===== src/rtl/pfq_pkg.sv =====
package pfq_pkg;
  localparam int unsigned AW    = 16;
  localparam int unsigned IW    = 16;
  localparam int unsigned OPC_W = 4;
  localparam int unsigned OFS_W = 8;
  localparam logic [OPC_W-1:0] JMP_OPC = '1;

  typedef struct packed {
    logic [AW-1:0] pc;
    logic [IW-1:0] word;
  } slot_t;

  function automatic logic is_jump(input logic [IW-1:0] w);
    return w[IW-1 -: OPC_W] == JMP_OPC;
  endfunction

  function automatic logic [AW-1:0] jump_dest(input logic [AW-1:0] pc,
                                              input logic [IW-1:0] w);
    return pc + {{(AW-OFS_W){w[OFS_W-1]}}, w[OFS_W-1:0]};
  endfunction
endpackage


===== src/rtl/pfq_ring.sv =====
module pfq_ring
  import pfq_pkg::*;
#(
  parameter int unsigned DEPTH = 8
) (
  input  logic                         clk,
  input  logic                         rst_n,
  input  logic                         push,
  input  slot_t                        push_data,
  input  logic                         pop,
  output slot_t                        head,
  output logic [$clog2(DEPTH+1)-1:0]   cnt,
  output logic                         full,
  output logic                         empty
);
  localparam int unsigned PTR_W = (DEPTH > 1) ? $clog2(DEPTH) : 1;
  localparam int unsigned CNT_W = $clog2(DEPTH+1);
  localparam logic [PTR_W-1:0] LAST = PTR_W'(DEPTH-1);

  slot_t            store [DEPTH];
  logic [PTR_W-1:0] wr_q, wr_d, rd_q, rd_d;
  logic [CNT_W-1:0] cnt_q, cnt_d;

  assign full  = (cnt_q == CNT_W'(DEPTH));
  assign empty = (cnt_q == '0);
  assign cnt   = cnt_q;
  assign head  = store[rd_q];

  always_comb begin
    wr_d  = wr_q;
    rd_d  = rd_q;
    cnt_d = cnt_q;
    if (push) wr_d = (wr_q == LAST) ? '0 : wr_q + 1'b1;
    if (pop)  rd_d = (rd_q == LAST) ? '0 : rd_q + 1'b1;
    case ({push, pop})
      2'b10:   cnt_d = cnt_q + 1'b1;
      2'b01:   cnt_d = cnt_q - 1'b1;
      default: cnt_d = cnt_q;
    endcase
  end

  always_ff @(posedge clk or negedge rst_n) begin
    if (!rst_n) begin
      wr_q  <= '0;
      rd_q  <= '0;
      cnt_q <= '0;
    end else begin
      wr_q  <= wr_d;
      rd_q  <= rd_d;
      cnt_q <= cnt_d;
    end
  end

  always_ff @(posedge clk) begin
    if (push) store[wr_q] <= push_data;
  end

  // never written beyond capacity
  a_r4_no_overflow: assert property (@(posedge clk) disable iff (!rst_n)
    push |-> !full);
  // never read from an empty queue
  a_r9_no_underflow: assert property (@(posedge clk) disable iff (!rst_n)
    pop |-> !empty);
  // simultaneous push and pop leave occupancy unchanged
  a_r3_level_kept: assert property (@(posedge clk) disable iff (!rst_n)
    (push && pop) |=> $stable(cnt_q));
endmodule


===== src/rtl/pfq_fetch.sv =====
module pfq_fetch
  import pfq_pkg::*;
#(
  parameter logic [pfq_pkg::AW-1:0] RESET_PC = '0
) (
  input  logic          clk,
  input  logic          rst_n,
  input  logic          q_full,
  input  logic          q_empty,
  input  logic          imem_ready,
  input  logic [IW-1:0] imem_rdata,
  output logic          imem_req,
  output logic [AW-1:0] imem_addr,
  output logic          push,
  output slot_t         push_data
);
  logic [AW-1:0] pc_q, pc_d;
  logic          take, jmp, fold;

  assign imem_req  = !q_full;
  assign imem_addr = pc_q;
  assign take      = imem_req && imem_ready;
  assign jmp       = is_jump(imem_rdata);
  assign fold      = take && jmp && !q_empty;
  assign push      = take && !fold;
  assign push_data = '{pc: pc_q, word: imem_rdata};

  always_comb begin
    pc_d = pc_q;
    if (take) pc_d = jmp ? jump_dest(pc_q, imem_rdata) : pc_q + 1'b1;
  end

  always_ff @(posedge clk or negedge rst_n) begin
    if (!rst_n) pc_q <= RESET_PC;
    else        pc_q <= pc_d;
  end

  // address held while memory has not answered
  a_r2_addr_hold: assert property (@(posedge clk) disable iff (!rst_n)
    (imem_req && !imem_ready) |=> $stable(imem_addr));
  // plain words advance the address by one
  a_r2_step: assert property (@(posedge clk) disable iff (!rst_n)
    (imem_req && imem_ready && !is_jump(imem_rdata))
      |=> (imem_addr == $past(imem_addr) + 1'b1));
  // a jump dropped from the stream never enters the queue
  a_r7_fold_no_push: assert property (@(posedge clk) disable iff (!rst_n)
    (imem_req && imem_ready && is_jump(imem_rdata) && !q_empty) |-> !push);
endmodule


===== src/rtl/prefetch_fold_queue.sv =====
module prefetch_fold_queue
  import pfq_pkg::*;
#(
  parameter int unsigned   DEPTH    = 8,
  parameter logic [15:0]   RESET_PC = 16'h0000
) (
  input  logic          clk,
  input  logic          rst_n,
  output logic          imem_req,
  output logic [AW-1:0] imem_addr,
  input  logic          imem_ready,
  input  logic [IW-1:0] imem_rdata,
  output logic          disp_valid,
  input  logic          disp_ready,
  output logic [AW-1:0] disp_pc,
  output logic [IW-1:0] disp_instr,
  input  logic          disp_stall
);
  localparam int unsigned CNT_W = $clog2(DEPTH+1);

  slot_t            wr_slot, hd_slot;
  logic             push, pop, full, empty;
  logic [CNT_W-1:0] level;

  pfq_fetch #(.RESET_PC(RESET_PC)) u_fetch (
    .clk(clk), .rst_n(rst_n),
    .q_full(full), .q_empty(empty),
    .imem_ready(imem_ready), .imem_rdata(imem_rdata),
    .imem_req(imem_req), .imem_addr(imem_addr),
    .push(push), .push_data(wr_slot)
  );

  pfq_ring #(.DEPTH(DEPTH)) u_ring (
    .clk(clk), .rst_n(rst_n),
    .push(push), .push_data(wr_slot), .pop(pop),
    .head(hd_slot), .cnt(level), .full(full), .empty(empty)
  );

  assign disp_valid = !empty && !disp_stall;
  assign pop        = disp_valid && disp_ready;
  assign disp_pc    = hd_slot.pc;
  assign disp_instr = hd_slot.word;

  // no request while the queue is full
  a_r4_no_req_full: assert property (@(posedge clk) disable iff (!rst_n)
    (level == CNT_W'(DEPTH)) |-> !imem_req);
  // an offered word that is not taken stays put
  a_r10_hold: assert property (@(posedge clk) disable iff (!rst_n)
    (disp_valid && !disp_ready) |=> ($stable(disp_pc) && $stable(disp_instr)));
  // request after an accepted jump goes to its destination
  a_r6_dest: assert property (@(posedge clk) disable iff (!rst_n)
    (imem_req && imem_ready && is_jump(imem_rdata))
      |=> (imem_addr == $past(jump_dest(imem_addr, imem_rdata))));
endmodule


===== config.mk =====
export PLATFORM = sky130hd
export DESIGN_NAME = prefetch_fold_queue
export DESIGN_NICKNAME = d
export VERILOG_FILES = /design/src/rtl/pfq_pkg.sv /design/src/rtl/pfq_ring.sv /design/src/rtl/pfq_fetch.sv /design/src/rtl/prefetch_fold_queue.sv
export SDC_FILE = /design/constraint.sdc
export NUM_CORES = 1
export LEC_CHECK = 0
export BUFFER_PORTS_ARGS = -buffer_cell sky130_fd_sc_hd__buf_2
export CORE_MARGIN = 5
export CORE_UTILIZATION = 35
export DETAILED_ROUTE_END_ITERATION = 16
export GPL_ROUTABILITY_DRIVEN = 0
export MAX_ROUTING_LAYER = met4
export PLACE_DENSITY = 0.52
export RECOVER_POWER = 100
export SLEW_MARGIN = 25
export SYNTH_ARGS = -nofsm -noshare
export SYNTH_HDL_FRONTEND = slang
export SYNTH_SLANG_ARGS = --single-unit

===== constraint.sdc =====
create_clock -name clk -period 5.5 [get_ports clk]
set_clock_uncertainty 0.15 [all_clocks]
set_input_delay 0 -clock clk [delete_from_list [all_inputs] [get_ports clk]]
set_output_delay 0 -clock clk [all_outputs]
set_load 0.01 [all_outputs]

==> impl_metrics.env <==
export IMPL_rows=66
export IMPL_antenna_found_initial=0
export IMPL_violations="capacitance limit, slew limit"
export IMPL_power_density_nw_per_um2=522
export IMPL_routed_wl_um=23900
export IMPL_required_ps=5510
export IMPL_synth_largest_area_cell="edfxtp_1"
export IMPL_p_leak_nw=4.44
export IMPL_rrSetupSlack_ps=1500
export IMPL_holdPathEnd="disp_valid"
export IMPL_synth_warnings=0
export IMPL_crit_arrival_ps=4010
export IMPL_seq_area_frac_synth_pct=72.8
export IMPL_rr_endpoint="u_ring.store[1][2]"
export IMPL_die_height_um=191
export IMPL_cp_cell_sequence="nor3_1 > a21boi_0 > o21ai_0 > inv_1 > nand2_1 > nor3_2 > clkbuf_2"
export IMPL_cts_num_sinks=282
export IMPL_vias=5688
export IMPL_setup_tns_ps=0
export IMPL_path_clk_slew_ps=60
export IMPL_worst_pin_slew_ps=1520
export IMPL_netlist_area_um2=11500
export IMPL_max_clock_path_buffers=3
export IMPL_grt_max_degree=65
export IMPL_status="finished, violations left"
export IMPL_critPathBufInv=2
export IMPL_grt_usage_pct=13.7
export IMPL_avgSynthCellArea_um2=20.0
export IMPL_fp_dieArea_um2=36400
export IMPL_clk_latency_ps=550
export IMPL_synth_cells=573
export IMPL_worstHoldStart="disp_stall"
export IMPL_synth_area_leaders="edfxtp_1 67%, mux4_2 13%, dfrtp_1 5.7%, mux2_2 3.3%, ha_1 1.5%"
export IMPL_first_global_vias=5960
export IMPL_fmax_mhz=250
export IMPL_area_growth_pct=16.9
export IMPL_rsz0062_at_grt="no"
export IMPL_numPortBuffers=70
export IMPL_dp_cells=1072
export IMPL_nets=721
export IMPL_cts_tree="built"
export IMPL_drtPass1Iterations=6
export IMPL_crit_type="flip-flop to flip-flop"
export IMPL_crit_family="compound AO/OA/AOI/OAI gates"
export IMPL_finalHoldViolations=0
export IMPL_drc_errors=0
export IMPL_drv_cap=1
export IMPL_relSlewSlack_pct=-1.61
export IMPL_holdPathStages=3
export IMPL_rr_startpoint="u_ring.cnt[0]"
export IMPL_ant_nets=0
export IMPL_hp_class="input port to primary output"
export IMPL_async_reset_ff_share_pct=9.22
export IMPL_ys_ff_latch=282
export IMPL_worstSetupStartpointType="flip-flop"
export IMPL_core_area_um2=32500
export IMPL_period_share_pct=72.8
export IMPL_drive_above_1_share_pct=25.2
export IMPL_final_setup_viol_count=0
export IMPL_critPathMaxStageDelay_ps=860
export IMPL_htree_levels=1
export IMPL_cp_num_cells=7
export IMPL_die_x_um=191
export IMPL_synth_net_count=610
export IMPL_drt_iter0_drc=373
export IMPL_peakVddDrop_mv=0.278
export IMPL_synth_edf_count=256
export IMPL_gr_total_overflow=0
export IMPL_ys_flop_type="edfxtp_1"
export IMPL_grt_pass1_wl_um=36900
export IMPL_vias_per_cell=4.97
export IMPL_layout_min_cycle_time_ps=4000
export IMPL_cp_max_fo=32
export IMPL_slew_violations=27
export IMPL_root_buffer="clkbuf_16"
export IMPL_ys_types=55
export IMPL_dp_hpwl_um=14000
export IMPL_yosysTopAreaCellShare_pct=67.1
export IMPL_reg2reg_depth=7
export IMPL_cts_made_buffers=30
export IMPL_start_util_pct=35.3
export IMPL_ios=71
export IMPL_worst_path_max_delay_cell="clkbuf_2"
export IMPL_cp_end_kind="flip-flop"
export IMPL_wl_per_cell_um=20.9
export IMPL_final_cells=1145
export IMPL_postCtsSetupRepairBufs=0
## cells by family (layout without fill, tap and decap cells)
logic type	count (synthesis)	in the layout	synth area share (%)
other	0	1	0
xor gates and xnor gates	16	16	1.22
DFF	282	282	72.8
and+or+nand+nor	84	84	3.96
AOI/OAI and AO/OA	42	42	2.56
buffers and inverters	30	159	1.20
adders and majority gates	16	16	1.88
muxes	103	103	16.4
## how the worst max path moves through the flow
stage                        start                   to  slack (ps)
floorplan            u_ring.cnt[0]   u_ring.store[0][0]         600
global placement     u_ring.cnt[0]   u_ring.store[5][8]        2130
detailed placement   u_ring.cnt[0]   u_ring.store[5][8]        2210
CTS                 u_ring.rd_q[0]           disp_pc[0]        1990
global route         u_ring.cnt[0]  u_ring.store[1][10]         930
finish               u_ring.cnt[0]   u_ring.store[1][2]        1500
## metal layers
metal | vias up | global-route usage, % | wire length, µm
met2 | 148 | 21.3 | 11300
li1 | 2555 | - | -
met3 | 37 | 2.87 | 1320
met4 | 0 | 2.93 | 388
met1 | 2948 | 18.8 | 10900
met5 | - | - | 0
## layout by cell type (no fill, tap or decap), types with 3 or more instances in the layout
master         synthesis  layout
mux2i_1                5       5
clkbuf_16              0      30
nor2_4                 0       3
a21oi_1               10      10
nor3_2                 0       4
nand2_1               23      23
inv_1                  6       6
clkbuf_1              12      65
xnor2_1                8       8
mux2_1                 0       6
mux4_2                64      64
nand3_1                5       5
nor3_1                13       9
and2_2                 8       8
buf_2                  6      13
a21o_1                 4       4
o211ai_1               3       4
ha_1                  14      14
nand2b_1               3       3
mux2_2                34      28
o21ai_0                9      11
clkinv_2               0       4
nor2_1                15      12
dfrtp_1               26      23
xor2_1                 8       8
dlygate4sd3_1          0      21
edfxtp_1             256     256
clkbuf_2               0       6
clkinv_1               0       7
## synth_stat cells, drive strengths merged (2+ instances only)
master and n:
a21oi 10, and3 3, a21boi 2, and2 9
a211oi 2, edfxtp 256, ha 14, nor2 15
nand2b 3, xor2 8, mux4 64, dfrtp 26
nand2 24, xnor2 8, inv 7, nand3 5
o211ai 4, or4 2, o21ai 12, nor3 13
or3 2, mux2i 5, a21o 4, fa 2
mux2 34, clkbuf 13, buf 10
## power breakdown
part | total [mW] | internal, mW | switching [mW]
clock network | 1.76 | 0.993 | 0.766
logic | 1.91 | 0.942 | 0.968
registers | 3.31 | 2.85 | 0.460
total | 6.98 | 4.78 | 2.19
## repair_timing
| item | in CTS | in global routing |
|---|---|---|
| endpoints found under the hold margin | 171 | 0 |
| hold buffers | 22 | 0 |
| gates resized for setup | 0 | 0 |
## state kept, by name, summed over array words and instances (netlist names)
name               flops
u_ring.cnt             4
u_ring.rd_q            3
u_fetch.imem_addr     16
u_ring.store         256
u_ring.wr_q            3
## worst register-to-register path, cell delays in order (launching register included)
cell and delay [ps]:
dfrtp_1 460, nor3_1 140, a21boi_0 670, o21ai_0 690, inv_1 220, nand2_1 240
nor3_2 170, clkbuf_2 860
## metrics by stage
| stage | worst slack [ps] | hold slack, ps | power [mW] | util, % | instance area (µm²) |
|---|---|---|---|---|---|
| floorplan | 604 | -446 | 4.57 | - | 11500 |
| global placement | 2130 | -91.6 | 5.33 | 38.1 | 12400 |
| detailed placement | 2210 | -82.0 | 5.40 | 38.3 | 12400 |
| CTS | 1990 | 80.3 | 7.19 | 41.6 | 13500 |
| global route | 931 | 111 | 7.40 | 41.2 | 13400 |
| finish | 1500 | 87.5 | 6.98 | 41.2 | 13400 |
## layout make-up
type | instances | area (µm²)
sequential | 282 | 8350
timing repair buffer | 102 | 593
clock inverter | 13 | 73.8
multi-input combinational | 261 | 3010
tap | 442 | 553
inverter | 7 | 26.3
antenna | 1 | 2.50
fill | 2884 | 19100
clock buffer | 37 | 777
Note: power is estimated with default switching activity, not from simulation.
